--- src/rtl/irqg_pkg.sv ---
`timescale 1ns/1ps
package irqg_pkg;
  // number of prioritised request levels and function code width
  parameter int unsigned LEVELS_DEF = 7;
  parameter int unsigned FC_W_DEF   = 3;

  // function code meanings relevant to acknowledge qualification
  typedef enum logic [2:0] {
    FC_USR_DATA = 3'b001,
    FC_USR_PROG = 3'b010,
    FC_SUP_DATA = 3'b101,
    FC_SUP_PROG = 3'b110,
    FC_ACK      = 3'b111
  } fc_e;
endpackage

--- src/rtl/irqg_sync.sv ---
`timescale 1ns/1ps
module irqg_sync #(
  parameter int unsigned WIDTH  = 7,
  parameter int unsigned STAGES = 2
) (
  input  logic             clk,
  input  logic             rst,
  input  logic [WIDTH-1:0] d_n,
  output logic [WIDTH-1:0] q_n
);
  // each line gets its own chain, reset to the idle (high) level
  for (genvar b = 0; b < WIDTH; b++) begin : g_line
    logic [STAGES-1:0] chain;
    always_ff @(posedge clk) begin
      if (rst) chain <= '1;
      else     chain <= {chain[STAGES-2:0], d_n[b]};
    end
    assign q_n[b] = chain[STAGES-1];
  end
endmodule

--- src/rtl/irqg_prio.sv ---
`timescale 1ns/1ps
module irqg_prio #(
  parameter int unsigned LEVELS = 7,
  localparam int unsigned LW    = $clog2(LEVELS + 1)
) (
  input  logic              clk,
  input  logic              rst,
  input  logic [LEVELS-1:0] req_n,
  output logic [LW-1:0]     ipl_n
);
  logic [LW-1:0] top_lvl;

  // scan upward so the highest asserted level is the last to win
  always_comb begin
    top_lvl = '0;
    for (int i = 0; i < LEVELS; i++) begin
      if (!req_n[i]) top_lvl = LW'(i + 1);
    end
  end

  always_ff @(posedge clk) begin
    if (rst) ipl_n <= '1;
    else     ipl_n <= ~top_lvl;
  end

  // nothing requested means all level pins high next cycle
  a_r3_idle_level: assert property (@(posedge clk) disable iff (rst)
    (&req_n) |=> (&ipl_n));

  // the top level dominates whatever else is asserted
  a_r2_top_wins: assert property (@(posedge clk) disable iff (rst)
    (!req_n[LEVELS-1]) |=> (ipl_n == ~LW'(LEVELS)));

  // lowest level alone is reported as level 1
  a_r2_low_alone: assert property (@(posedge clk) disable iff (rst)
    (req_n == {{(LEVELS-1){1'b1}}, 1'b0}) |=> (ipl_n == ~LW'(1)));
endmodule

--- src/rtl/irqg_ackdec.sv ---
`timescale 1ns/1ps
module irqg_ackdec
  import irqg_pkg::*;
#(
  parameter int unsigned LEVELS = 7,
  parameter int unsigned FC_W   = 3,
  localparam int unsigned LW    = $clog2(LEVELS + 1)
) (
  input  logic              clk,
  input  logic              rst,
  input  logic [FC_W-1:0]   fc,
  input  logic [LW-1:0]     lvl,
  input  logic              as_n,
  output logic [LEVELS-1:0] iack_n
);
  logic              ack_cycle;
  logic [LEVELS-1:0] hit;

  assign ack_cycle = (fc == FC_W'(FC_ACK)) && !as_n;

  // one comparator per acknowledge line; level 0 matches none
  for (genvar g = 0; g < LEVELS; g++) begin : g_cmp
    assign hit[g] = ack_cycle && (lvl == LW'(g + 1));
  end

  always_ff @(posedge clk) begin
    if (rst) iack_n <= '1;
    else     iack_n <= ~hit;
  end

  // never more than one acknowledge line low
  a_r6_single_ack: assert property (@(posedge clk) disable iff (rst)
    $onehot0(~iack_n));

  // non-acknowledge function codes give no strobe
  a_r7_fc_block: assert property (@(posedge clk) disable iff (rst)
    (fc != FC_W'(FC_ACK)) |=> (&iack_n));

  // strobe high releases every acknowledge line
  a_r9_strobe_release: assert property (@(posedge clk) disable iff (rst)
    as_n |=> (&iack_n));

  // level zero on the address gives no strobe
  a_r8_level_zero: assert property (@(posedge clk) disable iff (rst)
    (lvl == '0) |=> (&iack_n));

  // the matching line goes low one edge later
  a_r5_match: assert property (@(posedge clk) disable iff (rst)
    (ack_cycle && lvl != '0) |=> ((~iack_n) == (LEVELS'(1) << ($past(lvl) - LW'(1)))));
endmodule

--- src/rtl/irq_glue.sv ---
`timescale 1ns/1ps
module irq_glue
  import irqg_pkg::*;
#(
  parameter int unsigned LEVELS      = LEVELS_DEF,
  parameter int unsigned FC_W        = FC_W_DEF,
  parameter int unsigned SYNC_STAGES = 2,
  localparam int unsigned LW         = $clog2(LEVELS + 1)
) (
  input  logic              clk,
  input  logic              rst,
  input  logic [LEVELS-1:0] req_n,
  input  logic [FC_W-1:0]   fc,
  input  logic [LW-1:0]     addr_lvl,
  input  logic              as_n,
  output logic [LW-1:0]     ipl_n,
  output logic [LEVELS-1:0] iack_n
);
  logic [LEVELS-1:0] req_sync_n;

  irqg_sync #(.WIDTH(LEVELS), .STAGES(SYNC_STAGES)) i_sync (
    .clk (clk),
    .rst (rst),
    .d_n (req_n),
    .q_n (req_sync_n)
  );

  irqg_prio #(.LEVELS(LEVELS)) i_prio (
    .clk   (clk),
    .rst   (rst),
    .req_n (req_sync_n),
    .ipl_n (ipl_n)
  );

  irqg_ackdec #(.LEVELS(LEVELS), .FC_W(FC_W)) i_ackdec (
    .clk    (clk),
    .rst    (rst),
    .fc     (fc),
    .lvl    (addr_lvl),
    .as_n   (as_n),
    .iack_n (iack_n)
  );
endmodule

--- config.mk ---
export PLATFORM = sky130hd
export DESIGN_NAME = irq_glue
export DESIGN_NICKNAME = d
export VERILOG_FILES = /design/src/rtl/irqg_pkg.sv /design/src/rtl/irqg_sync.sv /design/src/rtl/irqg_prio.sv /design/src/rtl/irqg_ackdec.sv /design/src/rtl/irq_glue.sv
export SDC_FILE = /design/constraint.sdc
export NUM_CORES = 1
export LEC_CHECK = 0
export CAP_MARGIN = 25
export CORE_MARGIN = 8
export CORE_UTILIZATION = 41
export CTS_BUF_LIST = sky130_fd_sc_hd__clkbuf_2 sky130_fd_sc_hd__clkbuf_4 sky130_fd_sc_hd__clkbuf_8
export CTS_CLUSTER_SIZE = 30
export DETAILED_ROUTE_END_ITERATION = 8
export MAX_ROUTING_LAYER = met4
export PLACE_DENSITY = 0.76
export SETUP_SLACK_MARGIN = 0.3
export SLEW_MARGIN = 10
export SYNTH_ARGS = -nofsm -noshare
export SYNTH_HDL_FRONTEND = slang
export SYNTH_HIERARCHICAL = 1
export SYNTH_SLANG_ARGS = --single-unit
--- constraint.sdc ---
create_clock -name clk -period 0.8 [get_ports clk]
set_input_delay 0.08 -clock clk [delete_from_list [all_inputs] [get_ports clk]]
set_output_delay 0.08 -clock clk [all_outputs]
set_load 0.1 [all_outputs]
# ---- Word level (Yosys, flattened, before mapping)
# Index checks and enable logic that the tools add are counted.
dict set report classes {
  n_eq_ne 8
  muxes 7
  bitwise_logic 2
  n_reduce_logical 9
}
# cell count
set op_table {}
lappend op_table {{== test 3 bit (second input constant)} 5}
lappend op_table {{2-to-1 mux 3 bit} 4}
lappend op_table {{logical AND 1 bit} 8}
lappend op_table {{inverter 7 bit} 1}
lappend op_table {{== test 3 x 2 -> 1 bit (second input constant)} 2}
lappend op_table {{2-to-1 mux 2 bit} 2}
lappend op_table {{== test 3 x 1 -> 1 bit (second input constant)} 1}
lappend op_table {{inverter 3 bit} 1}
lappend op_table {{zero test 1 bit} 1}
lappend op_table {{2-to-1 mux 1 bit} 1}
dict set report word_totals {
  reg_bits 24
  output_inout_bits 10
  elab_cells 35
}

# ---- Depth between registers and ports, before layout
# Gate-level depths: netlist of the first run.
dict set report depth {
  word_depth 8
  ltp_mapped 4
  depth_no_buf 3
}

# ---- Cells and area by module
# The synthesis of the first run kept the hierarchy.
# module n_inst cells_each area_each_um2 seq_area_each_um2
set by_module_without_submodules {}
lappend by_module_without_submodules {irqg_sync 1 36 431.7 280.3}
lappend by_module_without_submodules {irqg_ackdec 1 19 221.5 140.1}
lappend by_module_without_submodules {irqg_prio 1 14 120.1 60.1}

# ---- Worst setup path before layout of the first run
# No wires, ideal clock.
dict set report synth_path {
  path_type {register to output}
  start {register i_ackdec.iack_n[0]}
  end {output port iack_n[0]}
  arrival_time_ns 0.909
  required_ns 0.720
  path_slack_ns -0.189
  stages_incl_launch_ff 1
  cell_sequence {dfxtp_1}
}
# element line_no
set synth_rtl {}
lappend synth_rtl {{start: declaration} irqg_ackdec.sv:14} ;# output logic [LEVELS-1:0] iack_n
lappend synth_rtl {{start signal: assignment} irqg_ackdec.sv:28} ;# else iack_n <= ~hit;
lappend synth_rtl {{end: declaration} irq_glue.sv:17} ;# output logic [LEVELS-1:0] iack_n
# No word-level cell between the ends.

# ---- Worst setup path in the final report of the first run
dict set report layout_path {
  start {register i_ackdec.iack_n[3]}
  end {output port iack_n[3]}
}
# No word-level cell between the ends.

==> results.json, run 1 <==
{
  "status": "finished with violations",
  "violations": "setup timing",
  "final_nets": 109,
  "top_layer": "met4",
  "cts-buffers-inserted": 3,
  "multi_input_area_sq_um": 248,
  "synth_cell_type_count": 18,
  "irDropWorstVdd_mv": 1.30,
  "cts_tree": "built",
  "swShare_pct": 23.8,
  "area_delta_synth_final_pct": 54.2,
  "p_int_uw": 1590,
  "std_cell_rows": 15,
  "fin_crit_ns": 0.921,
  "n_antenna_cell": 0,
  "hold_viol_final": 0,
  "drv_cap": 0,
  "die-area_sq_mm": 0.00353,
  "r2r_slack_ns": 0.04,
  "syn_avg_cell_area_sq_um": 11.2,
  "synth_fp_nets": 85,
  "routed_wl_mm": 1.45,
  "min_to": "i_ackdec/iack_n[2]$_SDFF_PP1_",
  "seq_area_frac_synth_pct": 62.1,
  "p_leak_uw": 0.000486,
  "ant_nets": 0,
  "final_common_cell": "or2_1",
  "critPathKind": "reg2out",
  "cp-start-kind": "flop",
  "clockPowerShare_pct": 26.0,
  "critPathSlowestCell": "dfxtp_4",
  "path_delay_family": "flip-flops",
  "worstPathArrival_ns": 0.84,
  "dr.first_iter.drc_count": 6,
  "clk_pin_slew_ns": 0.12,
  "initial_core_util_pct": 44.3,
  "grt-ovfl-total": 0,
  "cts_sinks": 24,
  "cts_hold_buffers": 0,
  "drive_above_1_share_pct": 46.7,
  "io_buffers": 25,
  "coreArea_sq_mm": 0.00175,
  "grt_pass1_vias": 543,
  "dr_wl_met2_um": 711,
  "drt-met1-wl_um": 637,
  "fin_util_pct": 68.3,
  "drt-pass1-iter-count": 4,
  "seqCellArea_sq_um": 526,
  "fp.dieW_um": 59.4,
  "fin_hold_ws_ns": 0.119,
  "wl_met3_um": 66,
  "synth_cells": 69,
  "combPwrFrac_pct": 14.6,
  "viasPerCell": 4.60,
  "end_kind": "output port",
  "hold_path_class": "in2reg",
  "fill_cells": 130,
  "post_cts_buffers": 0,
  "cts.path.max_buffers": 2,
  "die_h_um": 59.4,
  "vias": 538,
  "htree_levels": 1,
  "mappedNetlistArea_sq_um": 773,
  "grt_antenna_before_repair": 0,
  "wire_per_inst_um": 12.4,
  "finClkSkew_ns": 0.0103,
  "fmax_ghz": 1.09,
  "grt_util_all_layers_pct": 9.02,
  "grt_pass1_wl_mm": 2.39,
  "cp.required_ns": 0.72,
  "r2r-start": "i_sync/g_line[4].chain[1]$_SDFF_PP1_",
  "r2r-end": "i_prio/ipl_n[0]$_SDFF_PP1_",
  "grt_setup_unrepaired": "true",
  "cp_cell_sequence": "buf_12",
  "min_from": "rst",
  "clkLatencyLatePin_ns": 0.30,
  "rr_worst_depth": 3,
  "relSlewSlack_pct": 84.7,
  "cp_max_fo": 1,
  "power_switching_uw": 497,
  "finalPower_uw": 2090,
  "hold_depth": 3,
  "finalSetupViolations": 10,
  "final_cells": 117,
  "crit_buf_inv": 1,
  "pin_count": 26,
  "ys_ff_latch": 24,
  "tightest_slew_ns": 0.230,
  "placed_cells": 113,
  "finalCritPeriodShare_pct": 115,
  "slowest_delay_ns": 0.37,
  "seqPwrFrac_pct": 59.5,
  "layout_common_cells": "or2_1, dfxtp_4, buf_12",
  "postLayoutSetupSlackWorst_ns": -0.121,
  "cts-root-buf": "clkbuf_4",
  "drc": 0,
  "synth_warnings": 6,
  "drv_slew": 0,
  "grt_max_degree": 15,
  "place_congestion": 0.698,
  "power.density_mw_per_mm2": 1750
}
==> power groups by stage <==
stage | sequential (uW) | combinational [uW] | clock [uW]
2_1_floorplan | 1350 | 88.1 | 0
3_3_place_gp | 1270 | 303 | 0
3_5_place_dp | 1270 | 311 | 0
4_1_cts | 1240 | 300 | 563
5_1_grt | 1250 | 323 | 628
6_report | 1240 | 305 | 543
==> synthesized netlist by cell type <==
cell | instances | area [sq um]
a21oi_1 | 2 | 10.0
a31o_1 | 1 | 8.76
a41o_1 | 1 | 10.0
and4b_1 | 1 | 10.0
buf_2 | 1 | 5.00
buf_4 | 7 | 52.6
buf_6 | 1 | 11.3
dfxtp_1 | 24 | 480
inv_1 | 1 | 3.75
nand2_1 | 2 | 7.51
nand2b_1 | 1 | 6.26
nand3_1 | 2 | 10.0
nand4_1 | 2 | 12.5
nand4b_1 | 4 | 35.0
nor2_1 | 3 | 11.3
nor2b_1 | 1 | 6.26
o21ai_0 | 1 | 5.00
or2_1 | 14 | 87.6
==> routing by layer <==
layer / GRT usage, % / vias to the layer above
met1: 9.83 / 243
li1: - / 270
met4: 7.17 / 0
met2: 14.2 / 20
met3: 1.52 / 5
met5: - / -
==> stage by stage <==
| step | setup slack [ns] | cell area, sq um | setup TNS, ns |
|---|---|---|---|
| 6_report | -0.121 | 1190 | -1.15 |
| 3_5_place_dp | -0.393 | 1160 | -7.37 |
| 5_1_grt | -0.163 | 1190 | -1.57 |
| 4_1_cts | -0.131 | 1180 | -1.25 |
| 3_3_place_gp | -0.323 | 1160 | -6.89 |
| 2_1_floorplan | 0.0209 | 831 | 0 |
==> logic make-up after synthesis <==
| family | share of synthesized area (%) |
|---|---|
| DFF | 62.1 |
| buffers and inverters | 9.38 |
| and+or+nand+nor | 24.1 |
| AOI/OAI and AO/OA | 4.37 |
==> worst max-delay path by stage <==
stage / startpoint / endpoint / slack, ns / cells past startpoint
2_1_floorplan: i_sync/g_line[4].chain[1]$_SDFF_PP1_ / i_prio/ipl_n[0]$_SDFF_PP1_ / 0.02 / 4
3_3_place_gp: fc[1] / i_ackdec/iack_n[0]$_SDFF_PP1_ / -0.32 / 3
6_report: i_ackdec/iack_n[3]$_SDFF_PP1_ / iack_n[3] / -0.12 / 1
5_1_grt: i_ackdec/iack_n[3]$_SDFF_PP1_ / iack_n[3] / -0.16 / 1
4_1_cts: i_ackdec/iack_n[3]$_SDFF_PP1_ / iack_n[3] / -0.13 / 1
3_5_place_dp: fc[1] / i_ackdec/iack_n[0]$_SDFF_PP1_ / -0.39 / 3
==> registers in the layout (all words and copies together) (netlist names) <==
register	flops
i_prio/ipl_n	3
i_sync/g_line.chain	14
i_ackdec/iack_n	7
==> layout make-up <==
| class | instances | area share [%] |
|---|---|---|
| Sequential cell | 24 | 44.1 |
| Multi-Input combinational cell | 35 | 20.8 |
| Inverter | 1 | 0.315 |
| Tap cell | 25 | 2.62 |
| Timing Repair Buffer | 28 | 29.7 |
| Clock buffer | 4 | 2.52 |
==> repair_timing <==
action	in CTS	in global routing
gates resized for setup	26	7
endpoints found under the setup margin	34	28
pin swaps	4	3
Power figures use the tool's default switching activity.
==> run 2, diff against run 1 <==
--- a/config.mk
+++ b/config.mk
@@ -9,7 +9,6 @@
 export CORE_MARGIN = 8
 export CORE_UTILIZATION = 41
 export CTS_BUF_LIST = sky130_fd_sc_hd__clkbuf_2 sky130_fd_sc_hd__clkbuf_4 sky130_fd_sc_hd__clkbuf_8
-export CTS_CLUSTER_SIZE = 30
 export DETAILED_ROUTE_END_ITERATION = 8
 export MAX_ROUTING_LAYER = met4
 export PLACE_DENSITY = 0.76
==> results of run 2 <==
Same layout as run 1: the final DEF is identical, and so are final timing and power.
==> run 3, diff against run 2 <==
--- a/config.mk
+++ b/config.mk
@@ -9,9 +9,11 @@
 export CORE_MARGIN = 8
 export CORE_UTILIZATION = 41
 export CTS_BUF_LIST = sky130_fd_sc_hd__clkbuf_2 sky130_fd_sc_hd__clkbuf_4 sky130_fd_sc_hd__clkbuf_8
+export CTS_CLUSTER_DIAMETER = 100
 export DETAILED_ROUTE_END_ITERATION = 8
 export MAX_ROUTING_LAYER = met4
 export PLACE_DENSITY = 0.76
+export RECOVER_POWER = 50
 export SETUP_SLACK_MARGIN = 0.3
 export SLEW_MARGIN = 10
 export SYNTH_ARGS = -nofsm -noshare
==> run 3 against run 2 <==
Compared with the run above:
- the flow still finishes with violations (setup timing)
- core utilization shrank 0.072 points
- via count is the same
- setup slack is essentially flat
- non-clock buffer count is the same
- power shrank 0.20%
- largest cell class unchanged
- largest power group unchanged
==> results.json, run 3 (synthesis results as in run 1) <==
{
  "fill_cells": 131,
  "power.density_mw_per_mm2": 1750,
  "irDropWorstVdd_mv": 1.29,
  "grt_setup_unrepaired": "true",
  "wire_per_inst_um": 12.4,
  "grt-ovfl-total": 0,
  "die-area_sq_mm": 0.00353,
  "end_kind": "output port",
  "critPathKind": "reg2out",
  "status": "finished with violations",
  "reg_top3": "i_sync/g_line.chain: 14 flops, i_ackdec/iack_n: 7 flops, i_prio/ipl_n: 3 flops",
  "n_antenna_cell": 0,
  "final_nets": 109,
  "die_h_um": 59.4,
  "drv_cap": 0,
  "violations": "setup timing",
  "crit_buf_inv": 1,
  "p_leak_uw": 0.000486,
  "viasPerCell": 4.60,
  "r2r-start": "i_sync/g_line[4].chain[1]$_SDFF_PP1_",
  "fin_crit_ns": 0.921,
  "initial_core_util_pct": 44.3,
  "area_delta_synth_final_pct": 54.0,
  "clkLatencyLatePin_ns": 0.30,
  "final_common_cell": "or2_1",
  "cts-buffers-inserted": 3,
  "drc": 0,
  "routed_wl_mm": 1.45,
  "cts.path.max_buffers": 2,
  "seqCellArea_sq_um": 526,
  "cts_tree": "built",
  "hold_depth": 3,
  "coreArea_sq_mm": 0.00175,
  "layout_common_cells": "or2_1, dfxtp_4, buf_12",
  "worstPathArrival_ns": 0.84,
  "drive_above_1_share_pct": 45.7,
  "multi_input_area_sq_um": 246,
  "rr_worst_depth": 3,
  "slowest_delay_ns": 0.37,
  "cp-start-kind": "flop",
  "grt_antenna_before_repair": 0,
  "finalCritPeriodShare_pct": 115,
  "regMostFlops": "i_sync/g_line.chain",
  "cts_sinks": 24,
  "largest_register_ff_count": 14,
  "ant_nets": 0,
  "dr.first_iter.drc_count": 6,
  "hold_path_class": "in2reg",
  "post_cts_buffers": 0,
  "relSlewSlack_pct": 82.7,
  "cp_max_fo": 1,
  "grt_util_all_layers_pct": 9.02,
  "fp.dieW_um": 59.4,
  "grt_pass1_wl_mm": 2.39,
  "vias": 538,
  "finalPower_uw": 2090,
  "finalSetupViolations": 10,
  "htree_levels": 1,
  "drt-pass1-iter-count": 4,
  "min_to": "i_ackdec/iack_n[2]$_SDFF_PP1_",
  "setup-tns-final_ns": -1.15,
  "cts-root-buf": "clkbuf_4",
  "path_delay_family": "flip-flops",
  "cp.required_ns": 0.72,
  "fmax_ghz": 1.09,
  "cp_cell_sequence": "buf_12",
  "clk_pin_slew_ns": 0.12,
  "grt_pass1_vias": 543,
  "pin_count": 26,
  "tightest_slew_ns": 0.259,
  "fin_hold_ws_ns": 0.120,
  "final_cell_area_sq_mm": 0.00119,
  "grt_max_degree": 15,
  "r2r-end": "i_prio/ipl_n[0]$_SDFF_PP1_",
  "critPathSlowestCell": "dfxtp_4",
  "place_congestion": 0.698,
  "finClkSkew_ns": 0.0102,
  "std_cell_rows": 15,
  "postLayoutSetupSlackWorst_ns": -0.121,
  "place_area_sq_mm": 0.00116,
  "r2r_slack_ns": 0.04,
  "drv_slew": 0,
  "io_buffers": 25,
  "hold_viol_final": 0,
  "min_from": "rst"
}
-- run 3: layer usage --
metal	track usage (%)	vias to the layer above	share of wire (%)
met1	9.83	243	44
met2	14.2	20	49
met3	1.52	5	4.5
met4	7.17	0	2.4
met5	-	-	0
li1	-	270	-
-- run 3: repair_timing --
item                       in CTS  in global routing
hold buffers                    0                  0
setup endpoints to repair      34                 28
pin swaps                       4                  3
gates resized for setup        26                  7
-- run 3: report_power, final --
group          internal [uW]  total [uW]  switching, uW  leakage (uW)
Sequential              1220        1240           23.8      0.000195
Clock                    228         543            315     0.0000184
Combinational            142         301            159      0.000273
Total                   1590        2090            497      0.000486
-- run 3: final cells by class --
| cell class | instances | share of cell area, % |
|---|---|---|
| flip-flops and latches | 24 | 44.1 |
| repair buffers | 28 | 29.7 |
| multi-input cells | 35 | 20.7 |
| well taps | 25 | 2.63 |
| clock buffers | 4 | 2.52 |
| inverters | 1 | 0.315 |
-- run 3: how the worst max path moves through the flow --
stage	end	cells past startpoint	start	slack (ns)
after floorplan	i_prio/ipl_n[0]$_SDFF_PP1_	4	i_sync/g_line[4].chain[1]$_SDFF_PP1_	0.02
after global placement	i_ackdec/iack_n[0]$_SDFF_PP1_	3	fc[1]	-0.32
after detailed placement	i_ackdec/iack_n[0]$_SDFF_PP1_	3	fc[1]	-0.39
after CTS	iack_n[3]	1	i_ackdec/iack_n[3]$_SDFF_PP1_	-0.13
after global routing	iack_n[3]	1	i_ackdec/iack_n[3]$_SDFF_PP1_	-0.16
final	iack_n[3]	1	i_ackdec/iack_n[3]$_SDFF_PP1_	-0.12
-- run 3: stage by stage --
stage                     worst slack, ns  std cells  util (%)
final                              -0.121        117      68.2
after global placement             -0.323        113      66.5
after floorplan                    0.0209         69         -
after CTS                          -0.131        117      67.9
after global routing               -0.163        117      68.2
after detailed placement           -0.393        113      66.5
